**src/rtl/cis_pkg.sv**
```systemverilog
package cis_pkg;
  typedef enum logic [2:0] {
    ST_IDLE, ST_DUM, ST_PCH, ST_PCL, ST_PST, ST_VLO, ST_VHI
  } seq_state_e;

  typedef enum logic [1:0] {K_RST, K_NMI, K_IRQ} entry_kind_e;

  localparam int unsigned NMI_BIT = 0;
  localparam int unsigned ONE_BIT = 1;
  localparam int unsigned I_POS   = 2;

  localparam logic [7:0] FLG_I      = 8'h04;
  localparam logic [7:0] FLG_B      = 8'h10;
  localparam logic [7:0] FLG_U      = 8'h20;
  localparam logic [7:0] STACK_PAGE = 8'h01;

  localparam logic [15:0] VEC_NMI = 16'hFFFA;
  localparam logic [15:0] VEC_RST = 16'hFFFC;
  localparam logic [15:0] VEC_IRQ = 16'hFFFE;

  function automatic logic [15:0] vec_base(entry_kind_e k);
    case (k)
      K_NMI:   return VEC_NMI;
      K_IRQ:   return VEC_IRQ;
      default: return VEC_RST;
    endcase
  endfunction
endpackage

```
**src/rtl/cis_req_reg.sv**
```systemverilog
module cis_req_reg #(
  parameter int unsigned NUM_SRC = 4
) (
  input  logic               clk_i,
  input  logic               rst_ni,
  input  logic [NUM_SRC-1:0] set_i,
  input  logic [NUM_SRC-1:0] clr_i,
  input  logic               self_clr_i,
  output logic [NUM_SRC-1:0] pend_o
);
  import cis_pkg::*;

  logic [NUM_SRC-1:0] sc_mask;
  logic [NUM_SRC-1:0] pend_q;

  for (genvar i = 0; i < NUM_SRC; i++) begin : g_sc
    if (i == NMI_BIT || i == ONE_BIT) begin : g_auto
      assign sc_mask[i] = self_clr_i;
    end else begin : g_level
      assign sc_mask[i] = 1'b0;
    end
  end

  // fresh set survives self-clear; explicit clear wins over set
  always_ff @(posedge clk_i or negedge rst_ni) begin
    if (!rst_ni) pend_q <= '0;
    else         pend_q <= ((pend_q & ~sc_mask) | set_i) & ~clr_i;
  end

  assign pend_o = pend_q;
endmodule

```
**src/rtl/cis_arbiter.sv**
```systemverilog
module cis_arbiter #(
  parameter int unsigned NUM_SRC = 4
) (
  input  logic               boundary_i,
  input  logic               idle_i,
  input  logic               reset_req_i,
  input  logic               mask_i,
  input  logic               jammed_i,
  input  logic [NUM_SRC-1:0] pend_i,
  output logic               check_o,
  output logic               take_nmi_o,
  output logic               take_irq_o
);
  import cis_pkg::*;

  logic nmi_pend, irq_pend;

  assign nmi_pend   = pend_i[NMI_BIT];
  assign irq_pend   = |pend_i[NUM_SRC-1:1];
  assign check_o    = boundary_i & idle_i & ~reset_req_i;
  assign take_nmi_o = check_o & ~jammed_i & nmi_pend;
  assign take_irq_o = check_o & ~jammed_i & ~nmi_pend & irq_pend & ~mask_i;
endmodule

```
**src/rtl/cis_seq_fsm.sv**
```systemverilog
module cis_seq_fsm (
  input  logic        clk_i,
  input  logic        rst_ni,
  input  logic        boundary_i,
  input  logic        take_nmi_i,
  input  logic        take_irq_i,
  input  logic        reset_req_i,
  input  logic        jam_set_i,
  input  logic [15:0] pc_i,
  input  logic [7:0]  status_i,
  input  logic [7:0]  sp_i,
  input  logic [7:0]  mem_rdata_i,
  output logic        idle_o,
  output logic        mask_o,
  output logic        jammed_o,
  output logic [15:0] mem_addr_o,
  output logic        mem_wr_o,
  output logic        mem_rd_o,
  output logic [7:0]  mem_wdata_o,
  output logic        done_o,
  output logic [15:0] pc_o,
  output logic [7:0]  status_o,
  output logic [7:0]  sp_o
);
  import cis_pkg::*;

  seq_state_e  state_q;
  entry_kind_e kind_q;
  logic [15:0] pc_q;
  logic [7:0]  st_q, sp_q;
  logic        mask_q, jam_q, done_q;
  logic        push;

  assign push = (kind_q != K_RST);

  always_ff @(posedge clk_i or negedge rst_ni) begin
    if (!rst_ni) begin
      state_q <= ST_DUM;
      kind_q  <= K_RST;
      pc_q    <= '0;
      st_q    <= '0;
      sp_q    <= '0;
      mask_q  <= 1'b1;
      jam_q   <= 1'b0;
      done_q  <= 1'b0;
    end else begin
      done_q <= 1'b0;
      if (jam_set_i) jam_q <= 1'b1;
      if (reset_req_i) begin
        state_q <= ST_DUM;
        kind_q  <= K_RST;
        sp_q    <= sp_i;
        jam_q   <= 1'b0;
      end else begin
        case (state_q)
          ST_IDLE: if (boundary_i) begin
            if (take_nmi_i || take_irq_i) begin
              state_q <= ST_DUM;
              kind_q  <= take_nmi_i ? K_NMI : K_IRQ;
              pc_q    <= pc_i;
              st_q    <= status_i;
              sp_q    <= sp_i;
            end else begin
              mask_q  <= status_i[I_POS];
            end
          end
          ST_DUM: state_q <= ST_PCH;
          ST_PCH: begin
            state_q <= ST_PCL;
            if (push) sp_q <= sp_q - 8'd1;
          end
          ST_PCL: begin
            state_q <= ST_PST;
            if (push) sp_q <= sp_q - 8'd1;
          end
          ST_PST: begin
            state_q <= ST_VLO;
            if (push) begin
              sp_q <= sp_q - 8'd1;
              st_q <= (st_q & ~FLG_B) | ((kind_q == K_IRQ) ? FLG_I : 8'h00);
            end else begin
              st_q <= FLG_I;
            end
          end
          ST_VLO: begin
            state_q    <= ST_VHI;
            pc_q[7:0]  <= mem_rdata_i;
          end
          ST_VHI: begin
            state_q    <= ST_IDLE;
            pc_q[15:8] <= mem_rdata_i;
            done_q     <= 1'b1;
            mask_q     <= st_q[I_POS];
          end
          default: state_q <= ST_IDLE;
        endcase
      end
    end
  end

  always_comb begin
    mem_wr_o    = 1'b0;
    mem_rd_o    = 1'b0;
    mem_addr_o  = {STACK_PAGE, sp_q};
    mem_wdata_o = '0;
    case (state_q)
      ST_PCH: begin mem_wr_o = push; mem_wdata_o = pc_q[15:8]; end
      ST_PCL: begin mem_wr_o = push; mem_wdata_o = pc_q[7:0]; end
      ST_PST: begin mem_wr_o = push; mem_wdata_o = (st_q & ~FLG_B) | FLG_U; end
      ST_VLO: begin mem_rd_o = 1'b1; mem_addr_o = vec_base(kind_q); end
      ST_VHI: begin mem_rd_o = 1'b1; mem_addr_o = vec_base(kind_q) | 16'h0001; end
      default: ;
    endcase
  end

  assign idle_o   = (state_q == ST_IDLE);
  assign mask_o   = mask_q;
  assign jammed_o = jam_q;
  assign done_o   = done_q;
  assign pc_o     = pc_q;
  assign status_o = st_q;
  assign sp_o     = sp_q;
endmodule

```
**src/rtl/cpu_intr_seq.sv**
```systemverilog
module cpu_intr_seq #(
  parameter int unsigned NUM_SRC = 4
) (
  input  logic               clk_i,
  input  logic               rst_ni,
  input  logic               boundary_i,
  input  logic [15:0]        pc_i,
  input  logic [7:0]         status_i,
  input  logic [7:0]         sp_i,
  input  logic               reset_req_i,
  input  logic               jam_set_i,
  input  logic [NUM_SRC-1:0] req_set_i,
  input  logic [NUM_SRC-1:0] req_clr_i,
  input  logic [7:0]         mem_rdata_i,
  output logic [15:0]        mem_addr_o,
  output logic               mem_wr_o,
  output logic               mem_rd_o,
  output logic [7:0]         mem_wdata_o,
  output logic               busy_o,
  output logic               done_o,
  output logic [15:0]        pc_o,
  output logic [7:0]         status_o,
  output logic [7:0]         sp_o,
  output logic [NUM_SRC-1:0] pending_o,
  output logic               jammed_o
);
  logic idle, mask, check, take_nmi, take_irq;

  cis_req_reg #(.NUM_SRC(NUM_SRC)) u_req (
    .clk_i      (clk_i),
    .rst_ni     (rst_ni),
    .set_i      (req_set_i),
    .clr_i      (req_clr_i),
    .self_clr_i (check),
    .pend_o     (pending_o)
  );

  cis_arbiter #(.NUM_SRC(NUM_SRC)) u_arb (
    .boundary_i  (boundary_i),
    .idle_i      (idle),
    .reset_req_i (reset_req_i),
    .mask_i      (mask),
    .jammed_i    (jammed_o),
    .pend_i      (pending_o),
    .check_o     (check),
    .take_nmi_o  (take_nmi),
    .take_irq_o  (take_irq)
  );

  cis_seq_fsm u_fsm (
    .clk_i       (clk_i),
    .rst_ni      (rst_ni),
    .boundary_i  (boundary_i),
    .take_nmi_i  (take_nmi),
    .take_irq_i  (take_irq),
    .reset_req_i (reset_req_i),
    .jam_set_i   (jam_set_i),
    .pc_i        (pc_i),
    .status_i    (status_i),
    .sp_i        (sp_i),
    .mem_rdata_i (mem_rdata_i),
    .idle_o      (idle),
    .mask_o      (mask),
    .jammed_o    (jammed_o),
    .mem_addr_o  (mem_addr_o),
    .mem_wr_o    (mem_wr_o),
    .mem_rd_o    (mem_rd_o),
    .mem_wdata_o (mem_wdata_o),
    .done_o      (done_o),
    .pc_o        (pc_o),
    .status_o    (status_o),
    .sp_o        (sp_o)
  );

  assign busy_o = ~idle | take_nmi | take_irq | reset_req_i;
endmodule

```
**config.mk**
```make
export PLATFORM = sky130hd
export DESIGN_NAME = cpu_intr_seq
export DESIGN_NICKNAME = d
export VERILOG_FILES = /design/src/rtl/cis_pkg.sv /design/src/rtl/cis_req_reg.sv /design/src/rtl/cis_arbiter.sv /design/src/rtl/cis_seq_fsm.sv /design/src/rtl/cpu_intr_seq.sv
export SDC_FILE = /design/constraint.sdc
export NUM_CORES = 1
export LEC_CHECK = 0
export BUFFER_PORTS_ARGS = -buffer_cell sky130_fd_sc_hd__buf_2
export CORE_UTILIZATION = 35
export CTS_BUF_LIST = sky130_fd_sc_hd__clkbuf_16
export CTS_CLUSTER_SIZE = 28
export DETAILED_ROUTE_END_ITERATION = 16
export PLACE_DENSITY = 0.71
export SYNTH_ARGS = -nofsm -noshare
export SYNTH_HDL_FRONTEND = slang
export SYNTH_HIERARCHICAL = 1
export SYNTH_SLANG_ARGS = --single-unit
```
**constraint.sdc**
```tcl
create_clock -name clk_i -period 2.5 [get_ports clk_i]
set_input_delay 0.625 -clock clk_i [delete_from_list [all_inputs] [get_ports clk_i]]
set_output_delay 0.625 -clock clk_i [all_outputs]
set_load 0.02 [all_outputs]
```
==> impl.org <==
** Timing
- After layout, the worst path uses 102% of the clock period.
- Setup slack on the critical path of the routed design comes to -47.4 ps.
- Worst Hold Margin :: 434 ps
- Final sum of negative setup slack :: -47.4 ps
- Count of final max-slew check failures :: 0
- Post-route minimum period :: between 2000 and 3000 ps
- Number of hold violations in the final report :: 0
- Setup violations remaining at the end of the flow were counted as 1.
- Setup repair after global routing could not meet its margin everywhere.
- The worst pin sits at a relative slew slack of between 40 and 50%.
- Timing would allow up to roughly 0.39 GHz.
- Worst slew pin tran :: ~810 ps
- Clock skew on the completed layout was measured at between 6 and 7 ps.

** Power and ir drop
- The analysis attributes to cell leakage a power of about 1.9 nW.
- In this run the power density over the cells is just under 800 nW/um^2.
- Peak supply drop :: between 400 and 500 uV
- Total power draw :: between 2 and 3 mW

** Synthesis
- In this run the cell area of the synthesized design comes to 2660 sq um.
- Largest family of logic cells by synthesized area :: compound AO/OA/AOI/OAI gates
- Summing the areas of all and, or, nand and nor instances in the mapped netlist gives 16.4% of the synthesized area.
- Yosys warnings :: 6
- Post-synthesis async set-or-reset flop share :: 100%
- The synthesized netlist devotes under 10% of its cell area to adder and majority cells.
- The synthesized design devotes to its leading area cell type approximately two fifths of total area.
- Number of instances in the synthesized netlist :: approximately 280
- A synthesized cell averages around 9.4 sq um.
- Number of synthesized flops with an enable pin :: 0
- Multiplexer cells account for between 10% and 20% of the synthesized area.
- The synthesized netlist contains just under 50 unique library cells.
- The biggest area contributor in the post-synthesis netlist is sky130_fd_sc_hd__dfrtp_1.
- Sorting the synthesized cells by how often they occur yields sky130_fd_sc_hd__dfrtp_1 (42), sky130_fd_sc_hd__mux2i_1 (32), sky130_fd_sc_hd__nor2_1 (27).
- Syn Nets :: roughly 340
- Summing the areas of all compound-gate instances in the mapped netlist gives 19.6% of the synthesized area.
- Primary FF master, synth :: sky130_fd_sc_hd__dfrtp_1
- Sequential cell area fraction in the yosys report :: between 40% and 50%
- Summing the areas of all xor and xnor instances in the mapped netlist gives 0% of the synthesized area.
- Ranked by total cell area, the synthesized netlist is headed by sky130_fd_sc_hd__dfrtp_1 (40%), sky130_fd_sc_hd__mux2i_1 (12%), sky130_fd_sc_hd__a21oi_1 (4.1%), sky130_fd_sc_hd__nor2_1 (3.8%), sky130_fd_sc_hd__buf_4 (2.5%).
- #FFs+latches synth :: 44
- Library cell with the highest instance count after synthesis :: sky130_fd_sc_hd__dfrtp_1

** Critical path
- Cell with the biggest individual delay on the critical path :: sky130_fd_sc_hd__dfstp_2
- Kind of cell adding the most delay to the critical path :: simple AND/OR/NAND/NOR gates
- For this run, the slowest stage of the critical path takes 540 ps.
- The worst setup path is captured at an output port.
- Walking the worst path, the cells encountered are or3_4, clkinv_4, nand4bb_4, nor4_4, buf_4, or4b_4, buf_6.
- For the worst setup path, the data required time is 1880 ps.
- The worst setup path is of the flip-flop to output port kind.
- STA classifies the critical path startpoint as a flip-flop.
- Top fanout value on the critical path :: 2
- Arrival time of the worst setup path :: roughly 1900 ps
- CP Buf/Inv Count :: 3

** Global route
- Overflow left after global routing :: 0
- The number of global-route vias before repair was about 2,400.
- Entering global routing, the biggest net connects 37 pins.
- The number of antenna violations at the first check in global routing came to 0.
- All-Layer GR Usage :: between 10% and 20%
- First-pass GRT wire length :: ~12,000 um

** Layout
- Fraction of layout instances using a drive strength above 1 :: 42.5%
- Layout Cells excl Fill :: approximately 500
- The net count of the finished layout is approximately 460.
- Number of antenna diodes :: 0
- The area growth from synthesis to layout is 35.2%.

** CTS
- Clock-pin slew was measured on the worst setup and hold paths at around 60 ps.
- CTS buffer count :: 5
- The tree is rooted in a sky130_fd_sc_hd__clkbuf_16.
- Hold_buf cts :: 0
- Number of sinks driven by the clock tree :: 44
- Clk_lat worst skew :: between 200 and 300 ps
- Max Root-Sink Buffers :: 2
- CTS tree :: done
- The H-tree was split into 2 levels.

** Run status
- The checks that failed: negative setup slack.
- The run finished, with violations left.

** Floorplan
- During I/O placement, the number of pins put on the boundary was 118.
- Horiz. Die Dim :: about 89 um
- The die is around 89 um tall.
- The initial utilization of the core area, before any placement, comes to a little over a third.
- The die covers approximately 7900 sq um.
- The core region is ~7300 sq um.
- Number of standard-cell rows in the floorplan :: 31

** Drt
- Detailed Route WL :: 7470 um
- Count of routing violations after the opening detailed-route iteration :: just under 90
- Wire length per cell :: ~15 um
- Remaining design rule violation count :: 0
- Detail Route Antenna Nets :: 0
- After detailed routing, the number of vias per cell comes to just over 5.
- The first TritonRoute pass finished after 4 iterations.
- Routed vias :: between 2,000 and 3,000

** Run
- Maximum Capacitance Violations :: 0

** Placement
- Placed instance count :: about 500
- Global placement routability congestion :: roughly 0.81
- Estimated wirelength of the detail-placed design :: around 5500 um
- Input and output buffers added on the ports amount to around 120.

** Worst hold path
- Worst hold path class :: input port to async pin
## power by group
part           switching, mW  internal (mW)
Combinational          0.717          0.449
Sequential             0.156          0.893
Clock                  0.257          0.360
## final timing paths
check                                       start                 to  slack, ps  cells after the start
worst max-delay path             u_fsm/state_q[0]             busy_o        -50                      7
worst min-delay path                       rst_ni      u_fsm/sp_o[4]        430                      1
worst max register to register   u_fsm/state_q[0]      u_fsm/sp_o[0]         40                      9
worst min register to register  u_fsm/status_o[4]  u_fsm/status_o[4]        500                      1
max in group asynchronous                  rst_ni     u_fsm/pc_o[11]       1470                      2
min in group clk_i                   req_clr_i[1]    u_req/pend_o[1]        480                      2
## state kept, by name (all words and copies together), names as in the netlist
name / count
u_fsm/status_o: 8
u_req/pend_o: 4
u_fsm/jammed_o: 1
u_fsm/sp_o: 8
u_fsm/kind_q: 2
u_fsm/state_q: 3
u_fsm/done_o: 1
u_fsm/mask_o: 1
u_fsm/pc_o: 16
## timing repair
action	4_1_cts	5_1_grt
resized for setup	8	4
pin swaps	2	3
setup buffers	2	0
setup endpoints to repair	6	18
endpoints found under the hold margin	0	0
## area by class of cell
type | instances | area (sq um)
clock buffers | 5 | 125
clock inverters | 3 | 11.3
fillers | 718 | 3700
inverters | 16 | 65.1
multi-input cells | 197 | 1390
flip-flops and latches | 44 | 1100
well taps | 99 | 124
repair buffers | 137 | 768
## cell families (layout without fill, tap and decap cells)
logic type      after synthesis  in the layout
fa+ha+maj                     3              3
flops                        44             44
compound gates               76             76
buf+inv                      41            161
other cells                   1              1
mux                          34             34
simple gates                 83             83
## through the flow
stage	cell area, sq um	util (%)	setup slack [ps]
final	3590	49.2	-47.4
after global routing	3590	49.2	-97.0
after floorplan	2690	-	5.93
after CTS	3580	49.1	-40.0
after detailed placement	3400	46.6	20.9
after global placement	3400	46.6	121
## placed cells by master, fill, tap and decap left out, types with 6 or more instances in the layout
cell                       count
sky130_fd_sc_hd__a21oi_1      22
sky130_fd_sc_hd__a211oi_1      7
sky130_fd_sc_hd__inv_1        17
sky130_fd_sc_hd__dfrtp_1      42
sky130_fd_sc_hd__a22o_1        6
sky130_fd_sc_hd__o21ai_0       9
sky130_fd_sc_hd__nor2_1       27
sky130_fd_sc_hd__a31oi_1       8
sky130_fd_sc_hd__nand2_1      14
sky130_fd_sc_hd__buf_2       115
sky130_fd_sc_hd__nand3_1       6
sky130_fd_sc_hd__mux2i_1      32
sky130_fd_sc_hd__buf_4        17
sky130_fd_sc_hd__nor3_1        6
## metal layers
metal | vias to the layer above | track usage (%) | part of all wire (%)
li1 | 1248 | - | -
met1 | 1172 | 23.7 | 43
met2 | 92 | 34.4 | 50
met3 | 6 | 3.88 | 6.1
met4 | 0 | 4.91 | 0.74
met5 | - | 0 | 0
Power figures use the tool's default switching activity.
